==> src/rtl/yob_pkg.sv <==
package yob_pkg;
  localparam int PIX_W   = 8;
  localparam int NCOMP   = 3;
  localparam int KEY_W   = NCOMP * PIX_W;
  localparam int CLIP_W  = 4 * PIX_W;
  localparam int CFG_AW  = 2;
  localparam int CFG_DW  = 32;
  localparam int EN_BIT  = 28;
  localparam int W_SHIFT = PIX_W - 1;

  typedef logic [PIX_W-1:0] comp_t;
  typedef struct packed {
    comp_t y;
    comp_t cb;
    comp_t cr;
  } yuv_t;

  localparam logic [CFG_AW-1:0] ADDR_CTRL = 2'd0;
  localparam logic [CFG_AW-1:0] ADDR_KEY  = 2'd1;
  localparam logic [CFG_AW-1:0] ADDR_CLIP = 2'd2;

  localparam logic [CLIP_W-1:0] CLIP_RST = 32'hF010EB10;
endpackage

==> src/rtl/yob_cfg_regs.sv <==
module yob_cfg_regs
  import yob_pkg::*;
(
  input  logic              clk,
  input  logic              rst_n,
  input  logic              we,
  input  logic [CFG_AW-1:0] addr,
  input  logic [CFG_DW-1:0] wdata,
  output logic [CFG_DW-1:0] rdata,
  output logic              en,
  output yuv_t              key,
  output logic [CLIP_W-1:0] clip
);
  logic              en_q, en_d;
  yuv_t              key_q, key_d;
  logic [CLIP_W-1:0] clip_q, clip_d;

  always_comb begin
    en_d   = en_q;
    key_d  = key_q;
    clip_d = clip_q;
    if (we) begin
      case (addr)
        ADDR_CTRL: en_d = wdata[EN_BIT];
        ADDR_KEY: begin
          key_d.y  = wdata[0*PIX_W +: PIX_W];
          key_d.cb = wdata[1*PIX_W +: PIX_W];
          key_d.cr = wdata[2*PIX_W +: PIX_W];
        end
        ADDR_CLIP: clip_d = wdata[CLIP_W-1:0];
        default: ;
      endcase
    end
  end

  always_ff @(posedge clk or negedge rst_n) begin
    if (!rst_n) begin
      en_q   <= 1'b1;
      key_q  <= '0;
      clip_q <= CLIP_RST;
    end else begin
      en_q   <= en_d;
      key_q  <= key_d;
      clip_q <= clip_d;
    end
  end

  always_comb begin
    rdata = '0;
    case (addr)
      ADDR_CTRL: rdata[EN_BIT] = en_q;
      ADDR_KEY:  rdata[KEY_W-1:0] = {key_q.cr, key_q.cb, key_q.y};
      ADDR_CLIP: rdata[CLIP_W-1:0] = clip_q;
      default:   rdata = '0;
    endcase
  end

  assign en   = en_q;
  assign key  = key_q;
  assign clip = clip_q;
endmodule

==> src/rtl/yob_front.sv <==
module yob_front
  import yob_pkg::*;
(
  input  logic              clk,
  input  logic              rst_n,
  input  logic              in_valid,
  input  yuv_t              base,
  input  yuv_t              ovl,
  input  logic [PIX_W-1:0]  alpha,
  input  logic              en,
  input  yuv_t              key,
  input  logic [CLIP_W-1:0] clip,
  output logic              s1_valid,
  output logic              s1_en,
  output logic [PIX_W-1:0]  s1_w,
  output yuv_t              s1_base,
  output yuv_t              s1_ovl,
  output logic [CLIP_W-1:0] s1_clip
);
  logic [PIX_W:0]   a_sum;
  logic [PIX_W-1:0] w_d;
  logic             key_hit;
  logic             unused_lsb;

  always_comb begin
    a_sum   = {1'b0, alpha} + {{PIX_W{1'b0}}, alpha[PIX_W-1]};
    key_hit = (ovl == key);
    w_d     = key_hit ? '0 : a_sum[PIX_W:1];
  end
  assign unused_lsb = a_sum[0];

  always_ff @(posedge clk or negedge rst_n) begin
    if (!rst_n) begin
      s1_valid <= 1'b0;
      s1_en    <= 1'b0;
      s1_w     <= '0;
      s1_base  <= '0;
      s1_ovl   <= '0;
      s1_clip  <= '0;
    end else begin
      s1_valid <= in_valid;
      if (in_valid) begin
        s1_en   <= en;
        s1_w    <= w_d;
        s1_base <= base;
        s1_ovl  <= ovl;
        s1_clip <= clip;
      end
    end
  end
endmodule

==> src/rtl/yob_mix.sv <==
module yob_mix
  import yob_pkg::*;
(
  input  logic             en,
  input  logic [PIX_W-1:0] w,
  input  comp_t            base,
  input  comp_t            ovl,
  input  comp_t            lo,
  input  comp_t            hi,
  output comp_t            res
);
  localparam int AW   = 2 * PIX_W - 1;
  localparam int FULL = 1 << W_SHIFT;

  logic [AW-1:0] w_x, inv_x, acc;
  comp_t         mixed, floored, capped;
  logic          unused_frac;

  always_comb begin
    w_x     = AW'(w);
    inv_x   = AW'(FULL) - w_x;
    acc     = w_x * AW'(ovl) + inv_x * AW'(base) + AW'(FULL / 2);
    mixed   = acc[W_SHIFT +: PIX_W];
    floored = (mixed < lo) ? lo : mixed;
    capped  = (floored > hi) ? hi : floored;
    res     = en ? capped : base;
  end
  assign unused_frac = ^acc[W_SHIFT-1:0];
endmodule

==> src/rtl/yuv_ovl_blend.sv <==
module yuv_ovl_blend
  import yob_pkg::*;
(
  input  logic              clk,
  input  logic              rst_n,
  input  logic              cfg_we,
  input  logic [CFG_AW-1:0] cfg_addr,
  input  logic [CFG_DW-1:0] cfg_wdata,
  output logic [CFG_DW-1:0] cfg_rdata,
  input  logic              in_valid,
  input  logic [PIX_W-1:0]  base_y,
  input  logic [PIX_W-1:0]  base_cb,
  input  logic [PIX_W-1:0]  base_cr,
  input  logic [PIX_W-1:0]  ovl_y,
  input  logic [PIX_W-1:0]  ovl_cb,
  input  logic [PIX_W-1:0]  ovl_cr,
  input  logic [PIX_W-1:0]  ovl_alpha,
  output logic              out_valid,
  output logic [PIX_W-1:0]  out_y,
  output logic [PIX_W-1:0]  out_cb,
  output logic [PIX_W-1:0]  out_cr
);
  logic              cfg_en;
  yuv_t              cfg_key;
  logic [CLIP_W-1:0] cfg_clip;

  yob_cfg_regs u_regs (
    .clk(clk), .rst_n(rst_n), .we(cfg_we), .addr(cfg_addr),
    .wdata(cfg_wdata), .rdata(cfg_rdata),
    .en(cfg_en), .key(cfg_key), .clip(cfg_clip)
  );

  yuv_t base_px, ovl_px;
  assign base_px = {base_y, base_cb, base_cr};
  assign ovl_px  = {ovl_y, ovl_cb, ovl_cr};

  logic              s1_valid, s1_en;
  logic [PIX_W-1:0]  s1_w;
  yuv_t              s1_base, s1_ovl;
  logic [CLIP_W-1:0] s1_clip;

  yob_front u_front (
    .clk(clk), .rst_n(rst_n), .in_valid(in_valid),
    .base(base_px), .ovl(ovl_px), .alpha(ovl_alpha),
    .en(cfg_en), .key(cfg_key), .clip(cfg_clip),
    .s1_valid(s1_valid), .s1_en(s1_en), .s1_w(s1_w),
    .s1_base(s1_base), .s1_ovl(s1_ovl), .s1_clip(s1_clip)
  );

  comp_t b_arr [NCOMP];
  comp_t o_arr [NCOMP];
  comp_t m_arr [NCOMP];
  assign b_arr = '{s1_base.y, s1_base.cb, s1_base.cr};
  assign o_arr = '{s1_ovl.y, s1_ovl.cb, s1_ovl.cr};

  for (genvar c = 0; c < NCOMP; c++) begin : g_comp
    localparam int LO_IDX = (c == 0) ? 0 : 2;
    yob_mix u_mix (
      .en(s1_en), .w(s1_w), .base(b_arr[c]), .ovl(o_arr[c]),
      .lo(s1_clip[LO_IDX*PIX_W +: PIX_W]),
      .hi(s1_clip[(LO_IDX+1)*PIX_W +: PIX_W]),
      .res(m_arr[c])
    );
  end

  logic valid_q;
  yuv_t out_q, out_d;
  assign out_d = {m_arr[0], m_arr[1], m_arr[2]};

  always_ff @(posedge clk or negedge rst_n) begin
    if (!rst_n) begin
      valid_q <= 1'b0;
      out_q   <= '0;
    end else begin
      valid_q <= s1_valid;
      if (s1_valid) out_q <= out_d;
    end
  end

  assign out_valid = valid_q;
  assign out_y     = out_q.y;
  assign out_cb    = out_q.cb;
  assign out_cr    = out_q.cr;
endmodule

==> config.mk <==
export PLATFORM = sky130hd
export DESIGN_NAME = yuv_ovl_blend
export DESIGN_NICKNAME = d
export VERILOG_FILES = /design/src/rtl/yob_pkg.sv /design/src/rtl/yob_cfg_regs.sv /design/src/rtl/yob_front.sv /design/src/rtl/yob_mix.sv /design/src/rtl/yuv_ovl_blend.sv
export SDC_FILE = /design/constraint.sdc
export NUM_CORES = 1
export LEC_CHECK = 0
export BUFFER_PORTS_ARGS = -buffer_cell sky130_fd_sc_hd__buf_4
export CORE_MARGIN = 2
export CORE_UTILIZATION = 42
export DETAILED_ROUTE_END_ITERATION = 8
export GPL_TIMING_DRIVEN = 0
export RECOVER_POWER = 100
export REMOVE_ABC_BUFFERS = 1
export SYNTH_ARGS = -nofsm -noshare
export SYNTH_HDL_FRONTEND = slang
export SYNTH_SLANG_ARGS = --single-unit
==> constraint.sdc <==
create_clock -name clk -period 9.1 [get_ports clk]
set_clock_uncertainty 0.1 [all_clocks]
set_input_delay 0.91 -clock clk [delete_from_list [all_inputs] [get_ports clk]]
set_output_delay 0.91 -clock clk [all_outputs]
set_load 0.005 [all_outputs]
==> flow_summary.rst, run 1 <==
.. list-table::
   :header-rows: 1

   * - Metric
     - Value
   * - Run status
     - finished with violations
   * - Violations in the final reports
     - max-capacitance violations, max-slew violations, negative setup slack
   * - Worst path slowest cell
     - fa_1
   * - Clock slew seen by the registers of the worst setup and hold paths
     - around 0.080 ns
   * - Worst Setup End Kind
     - register
   * - Residual antenna-violating net count after detailed routing
     - 0
   * - Core utilization of the finished layout
     - about half
   * - Post-Syn Area per Cell
     - slightly below 10 um2
   * - Commonest non-fill, non-tap cell in the layout
     - inv_1
   * - First-pass GRT wire length
     - a little over 100 mm
   * - Hold Vio Cnt, Final
     - 0
   * - Maximum fanout along the worst path
     - 12
   * - Cell chosen for the clock root
     - clkbuf_16
   * - Number of standard cells in the final layout excluding fillers
     - between 3k and 4k
   * - Number of remaining DRC errors
     - 0
   * - Post-DP HPWL
     - around 46 mm
   * - Initial core utilization
     - about 43%
   * - Max stage delay on crit path
     - around 0.58 ns
   * - Die span in x
     - about 240 um
   * - Timing-limited maximum frequency
     - about 0.10 GHz
   * - Placement row count
     - 84
   * - Violation count after the first detailed-routing iteration
     - 976
   * - Unrepaired setup endpoints after global routing
     - yes
   * - Clock period minus final worst setup slack
     - roughly 9.6 ns
   * - Final worst-path cycle share
     - 105%
   * - Number of antenna violations at the first check in global routing
     - 3
   * - Layout overhead on the synthesized area
     - 19.3%
   * - Global route total overflow
     - 0
   * - Async SR Flop Fraction
     - between 90% and 100%
   * - Port bufs
     - 150
   * - Maximum capacitance violations
     - 5
   * - Part of the Yosys area used for sequential elements
     - a little under a fifth
   * - Critical Path Most Common Cell
     - fa_1
   * - Routability cong.
     - between 0.8 and 0.9
   * - Setup crit start kind
     - register
   * - Required time at the endpoint of the critical path
     - approximately 9.4 ns
   * - Inserted Clock Buffers
     - 17
   * - Hold bufs inserted after CTS
     - 0
   * - Count of nets after finishing
     - 3147
   * - FF+latch area
     - 0.00435 mm2
   * - Pins Over Slew Limit
     - approximately 350
   * - Wire per inst
     - slightly below 20 um
   * - Via count normalized by instance count
     - about 5.2
   * - Layout cells sized above 1
     - between 20% and 30%
   * - Cells after synthesis
     - 2344
   * - Die Footprint
     - 0.0555 mm2
   * - EDFF count, synth
     - 0
   * - Register bit count reported by yosys
     - ~170
   * - Vias in the first global route
     - roughly 18k
   * - # fillers
     - just under 5k
   * - Final Setup Violations
     - 24
   * - Drt first pass iters
     - 5
   * - Fraction of post-synthesis cell area in the top cell type by area
     - 29.3%
   * - CTS tree
     - built
   * - Number of vias in the routed layout
     - between 15k and 20k
   * - Die boundary height
     - 236 um
   * - Global routing usage summed across all routing layers
     - a little under a quarter
   * - Worst min path class
     - register to register
   * - Worst Max-Slew Pin Slew
     - approximately 5.2 ns
   * - Top FF cell, synth
     - dfrtp_1
   * - Tightest slew margin relative to the limit
     - -247%
   * - Warnings from Yosys
     - 0
   * - Pin count of the biggest net entering global routing
     - 130
   * - Placed cells
     - roughly 3.1k
   * - Clock Latency Late Sink
     - roughly 0.47 ns
   * - Distinct cell type count after synthesis
     - 60
   * - Top library cells by usage in the layout, fill and taps aside
     - inv_1 (456), fa_1 (328), nand2_1 (245), and2_1 (204), ha_1 (184)
   * - Leading post-synthesis cells by cell area
     - fa_1 (29%), dfrtp_1 (18%), ha_1 (11%)
   * - Std-Cell Core Area
     - roughly 0.053 mm2
   * - Sink count of the clock tree
     - 172
   * - Kind of critical path
     - register to register
   * - Footprint of the multi-input gates
     - between 0.015 and 0.02 mm2
   * - Critical path data arrival time
     - 9.82 ns
   * - Number of top-level design ports
     - ~150
   * - Post-Syn Area
     - 0.0225 mm2
   * - Clock Path Buffers
     - 2
   * - Total Neg Setup Slack
     - -5.91 ns
   * - Largest area contributor in the netlist
     - fa_1
   * - Total detailed-routing wirelength
     - around 64 mm
   * - PnR worst setup slack
     - -0.451 ns
   * - Deepest level of the CTS H-tree
     - 4
[final timing paths]
check                                            start                              end  slack (ns)  depth (start not counted)
setup / recovery           u_front.s1_w[2]$_DFFE_PN0P_            out_cr[7]$_DFFE_PN0P_       -0.45                         39
hold / removal             u_regs.clip[26]$_DFFE_PN0P_  u_front.s1_clip[26]$_DFFE_PN0P_        0.40                          2
setup reg to reg           u_front.s1_w[2]$_DFFE_PN0P_            out_cr[7]$_DFFE_PN0P_       -0.45                         39
hold reg to reg            u_regs.clip[26]$_DFFE_PN0P_  u_front.s1_clip[26]$_DFFE_PN0P_        0.40                          2
max in group asynchronous                        rst_n       u_front.s1_valid$_DFF_PN0_        2.84                          2
min in group asynchronous                        rst_n       u_regs.key[21]$_DFFE_PN0P_        1.61                          1
[Yosys cell counts (all sizes together) (21+ instances only)]
cell	number
a21oi	34
a22oi	25
and2	219
buf	21
clkbuf	91
dfrtp	159
fa	330
ha	206
inv	466
mux2	118
nand2	249
nand3	27
nor2	35
nor2b	34
o21ai	85
xnor2	69
xor2	34
[flip-flops by register name (all words and copies together) (netlist names)]
| name | cells |
|---|---|
| out_cb | 8 |
| out_cr | 8 |
| out_valid | 1 |
| out_y | 8 |
| u_front.s1_base | 24 |
| u_front.s1_clip | 32 |
| u_front.s1_en | 1 |
| u_front.s1_ovl | 24 |
| u_front.s1_valid | 1 |
| u_front.s1_w | 8 |
| u_regs.clip | 32 |
| u_regs.en | 1 |
| u_regs.key | 24 |
[layer usage]
metal,vias to the layer above,track usage (%),share of wire (%)
met5,-,0,0.060
met4,6,6.49,2.5
met3,93,4.17,5.5
met2,428,39.8,49
met1,8723,31.5,43
li1,7615,-,-
[worst max-delay path, delay by kind of cell, from the launching register on]
family,cells,cell delay (ns)
xor gates and xnor gates,1,0.20
muxes,1,0.34
and+or+nand+nor,7,1.38
adders and majority gates,9,3.97
DFF,1,0.54
AOI/OAI and AO/OA,12,1.87
buffers and inverters,9,1.02
[through the flow]
stage / setup slack (ns) / hold WS, ns / cell area [um2]
finish: -0.451 / 0.397 / 26900
global route: -0.725 / 0.433 / 26900
CTS: -0.213 / 0.281 / 26600
detailed placement: -2.58 / 0.395 / 24300
global placement: -4.77 / 0.394 / 24100
floorplan: -1.73 / 0.355 / 22100
[area by class of cell]
type / instances / share of cell area [%]
flip-flops and latches: 172 / 16.2
diodes: 1 / 0.00932
inverters: 466 / 6.56
clock inverters: 13 / 0.736
well taps: 688 / 3.21
repair buffers: 265 / 8.46
clock buffers: 19 / 1.65
multi-input cells: 1595 / 63.2
[what timing repair did]
item | CTS | global route
buffers inserted | 94 | 12
gates cloned | 1 | 0
setup endpoints to repair | 24 | 24
resized for setup | 166 | 55
pin swaps | 104 | 48
[logic make-up (layout without fill, tap and decap cells)]
| group | Yosys count | count (layout) | synth area share, % |
|---|---|---|---|
| AO/OA/AOI/OAI | 208 | 209 | 5.87 |
| XOR/XNOR | 103 | 103 | 4.04 |
| other | 0 | 1 | 0 |
| adder cells (fa/ha/maj) | 536 | 536 | 40.8 |
| AND/OR/NAND/NOR | 614 | 614 | 13.9 |
| buffers and inverters | 578 | 763 | 9.69 |
| multiplexers | 133 | 133 | 6.58 |
| flip-flops | 172 | 172 | 19.2 |
Power of run 1 is left out: the tool's default activity adds up to more than one toggle a clock period on the data nets, which glitch-free logic cannot reach.
==> inputs of run 2 (changes only) <==
Settings changed: BUFFER_PORTS_ARGS -buffer_cell sky130_fd_sc_hd__buf_4 to -buffer_cell sky130_fd_sc_hd__buf_2, TNS_END_PERCENT set to 30.
==> run 2 against run 1 <==
The run still ends with max-capacitance violations, max-slew violations, negative setup slack left. Sequential share of layout area up 0.23 points. Maximum frequency up 1.4%. Routed wire length down 0.70%. Cell area down 1.4%. Clock-buffer cell count up 1. Via count down 0.12%. Register-to-register slack better by 0.13 ns. Worst setup slack better by 0.13 ns. Die area unchanged. Worst hold slack better by 0.00078 ns. Global-route usage down 0.27 points. First-iteration DRC count up 1.3%.
==> flow_summary.rst, run 2 (synthesis results as in run 1) <==
.. list-table::
   :header-rows: 1

   * - Metric
     - Value
   * - Run status
     - finished with violations
   * - Violations in the final reports
     - max-capacitance violations, max-slew violations, negative setup slack
   * - Global route total overflow
     - 0
   * - Worst min path class
     - register to register
   * - Startpoint of the lowest-slack hold path
     - u_regs.clip[24]$_DFFE_PN0P_
   * - Via count normalized by instance count
     - 5.25
   * - Layout overhead on the synthesized area
     - 17.6%
   * - Port bufs
     - 150
   * - Hold Slack
     - approximately 0.4 ns
   * - Violation count after the first detailed-routing iteration
     - 989
   * - Top library cells by usage in the layout, fill and taps aside
     - inv_1 (453), fa_1 (324), nand2_1 (240), and2_1 (212), ha_1 (181)
   * - Number of vias in the routed layout
     - approximately 17k
   * - Clock period minus final worst setup slack
     - 9.42 ns
   * - Fin area
     - 0.0265 mm2
   * - Number of standard cells in the final layout excluding fillers
     - roughly 3.2k
   * - PnR worst setup slack
     - -0.317 ns
   * - Worst Max-Slew Pin Slew
     - 3.77 ns
   * - GR met1 Demand/Resource
     - 31.8%
   * - Maximum capacitance violations
     - 2
   * - Pin count of the biggest net entering global routing
     - between 100 and 150
   * - Drt first pass iters
     - 6
   * - Inserted Clock Buffers
     - 17
   * - Post-DP HPWL
     - about 46 mm
   * - Die span in x
     - 236 um
   * - Wire per inst
     - between 15 and 20 um
   * - Std-Cell Core Area
     - about 0.053 mm2
   * - Placement row count
     - 84
   * - Global routing usage summed across all routing layers
     - a little under a quarter
   * - Deepest level of the CTS H-tree
     - 4
   * - Commonest non-fill, non-tap cell in the layout
     - inv_1
   * - Clock slew seen by the registers of the worst setup and hold paths
     - roughly 0.080 ns
   * - Hold bufs inserted after CTS
     - 0
   * - Cell family contributing the most delay on the critical path
     - adder cells
   * - Die Footprint
     - about 0.055 mm2
   * - Crit Reg-Reg Startpoint
     - u_front.s1_w[2]$_DFFE_PN0P_
   * - Routability cong.
     - ~0.85
   * - Tightest slew margin relative to the limit
     - -151%
   * - Maximum fanout along the worst path
     - 8
   * - Placed cells
     - between 3k and 4k
   * - Critical path data arrival time
     - between 9 and 10 ns
   * - Layout cells sized above 1
     - about 22%
   * - Worst path slowest cell
     - or4_4
   * - Number of top-level design ports
     - about 150
   * - Worst Setup End Kind
     - register
   * - Final worst-path cycle share
     - 103%
   * - GR met2 Demand/Resource
     - between 30% and 40%
   * - Setup slack after placement
     - -2.75 ns
   * - Clock Path Buffers
     - 2
   * - Timing-limited maximum frequency
     - 0.106 GHz
   * - Kind of critical path
     - register to register
   * - Number of remaining DRC errors
     - 0
   * - Initial core utilization
     - between 40% and 50%
   * - Pins Over Slew Limit
     - ~60
   * - Final Setup Violations
     - 24
   * - Critical Path Most Common Cell
     - fa_1
   * - GR Util met3
     - under 10%
   * - Count of nets after finishing
     - roughly 3.1k
   * - Residual antenna-violating net count after detailed routing
     - 0
   * - Unrepaired setup endpoints after global routing
     - yes
   * - Crit path buf inv count
     - 7
   * - Most Used Layer, Global Route
     - met2
   * - Cell chosen for the clock root
     - clkbuf_16
   * - Placed Instance Area
     - 0.0239 mm2
   * - Hold Vio Cnt, Final
     - 0
   * - CTS tree
     - built
   * - Die boundary height
     - between 200 and 250 um
   * - Total detailed-routing wirelength
     - ~63 mm
   * - Clock Latency Late Sink
     - 0.47 ns
   * - Start point of the critical path
     - u_front.s1_w[2]$_DFFE_PN0P_
   * - Max stage delay on crit path
     - between 0.5 and 0.6 ns
   * - First-pass GRT wire length
     - between 100 and 150 mm
   * - Number of antenna violations at the first check in global routing
     - 4
   * - Required time at the endpoint of the critical path
     - around 9.3 ns
   * - Setup crit start kind
     - register
   * - Vias in the first global route
     - approximately 18k
   * - # fillers
     - 4815
   * - Sink count of the clock tree
     - 172
-- run 2: changes by cell type in the layout (fill, tap and decap cells not counted), sizes merged --
| cell | before | now |
|---|---|---|
| clkinv | 3 | 2 |
| buf | 208 | 252 |
| clkbuf | 76 | 22 |
| diode | 1 | 2 |
| clkinvlp | 1 | 4 |
| bufinv | 3 | 2 |
| inv | 472 | 470 |
-- run 2: path summary, 6_finish.rpt --
path | end | slack [ns] | cells after the start
min in group asynchronous | u_regs.clip[5]$_DFFE_PN0P_ | 1.62 | 1
worst min-delay path | u_front.s1_clip[24]$_DFFE_PN0P_ | 0.40 | 2
worst min register to register | u_front.s1_clip[24]$_DFFE_PN0P_ | 0.40 | 2
worst max-delay path | out_cr[4]$_DFFE_PN0P_ | -0.32 | 37
max in group asynchronous | u_front.s1_w[4]$_DFFE_PN0P_ | 4.60 | 1
worst max register to register | out_cr[4]$_DFFE_PN0P_ | -0.32 | 37
-- run 2: area by class of cell --
class	count	area, um2	area share, %
repair buffers	254	1880	7.09
flip-flops and latches	172	4350	16.4
clock inverters	12	158	0.595
diodes	2	5.00	0.0189
clock buffers	20	437	1.65
multi-input cells	1595	17000	64.3
well taps	688	861	3.25
inverters	466	1760	6.64
-- run 2: metrics by stage --
| step | utilization [%] | TNS [ns] |
|---|---|---|
| finish | 50.2 | -4.82 |
| global route | 50.2 | -12.62 |
| CTS | 49.1 | -2.78 |
| detailed placement | 45.4 | -56.09 |
| global placement | 44.9 | -100.35 |
| floorplan | - | -27.20 |
-- run 2: repair_timing --
action | 4_1_cts | 5_1_grt
gates resized for setup | 151 | 69
endpoints found under the setup margin | 24 | 24
setup buffers | 69 | 26
pin swaps | 54 | 56
cloned | 1 | 0
-- run 2: worst min-delay path: cells and delay by family, from the launching register on --
family,cells,cell delay [ns]
and+or+nand+nor,1,0.05
AOI/OAI and AO/OA,1,0.06
DFF,1,0.36
-- run 2: per-layer routing --
layer / up-vias / share of wire [%]
li1: 7571 / -
met1: 8742 / 43
met2: 456 / 49
met4: 0 / 2.2
met3: 75 / 5.9
met5: - / 0
Power of run 2 is left out for the same reason.
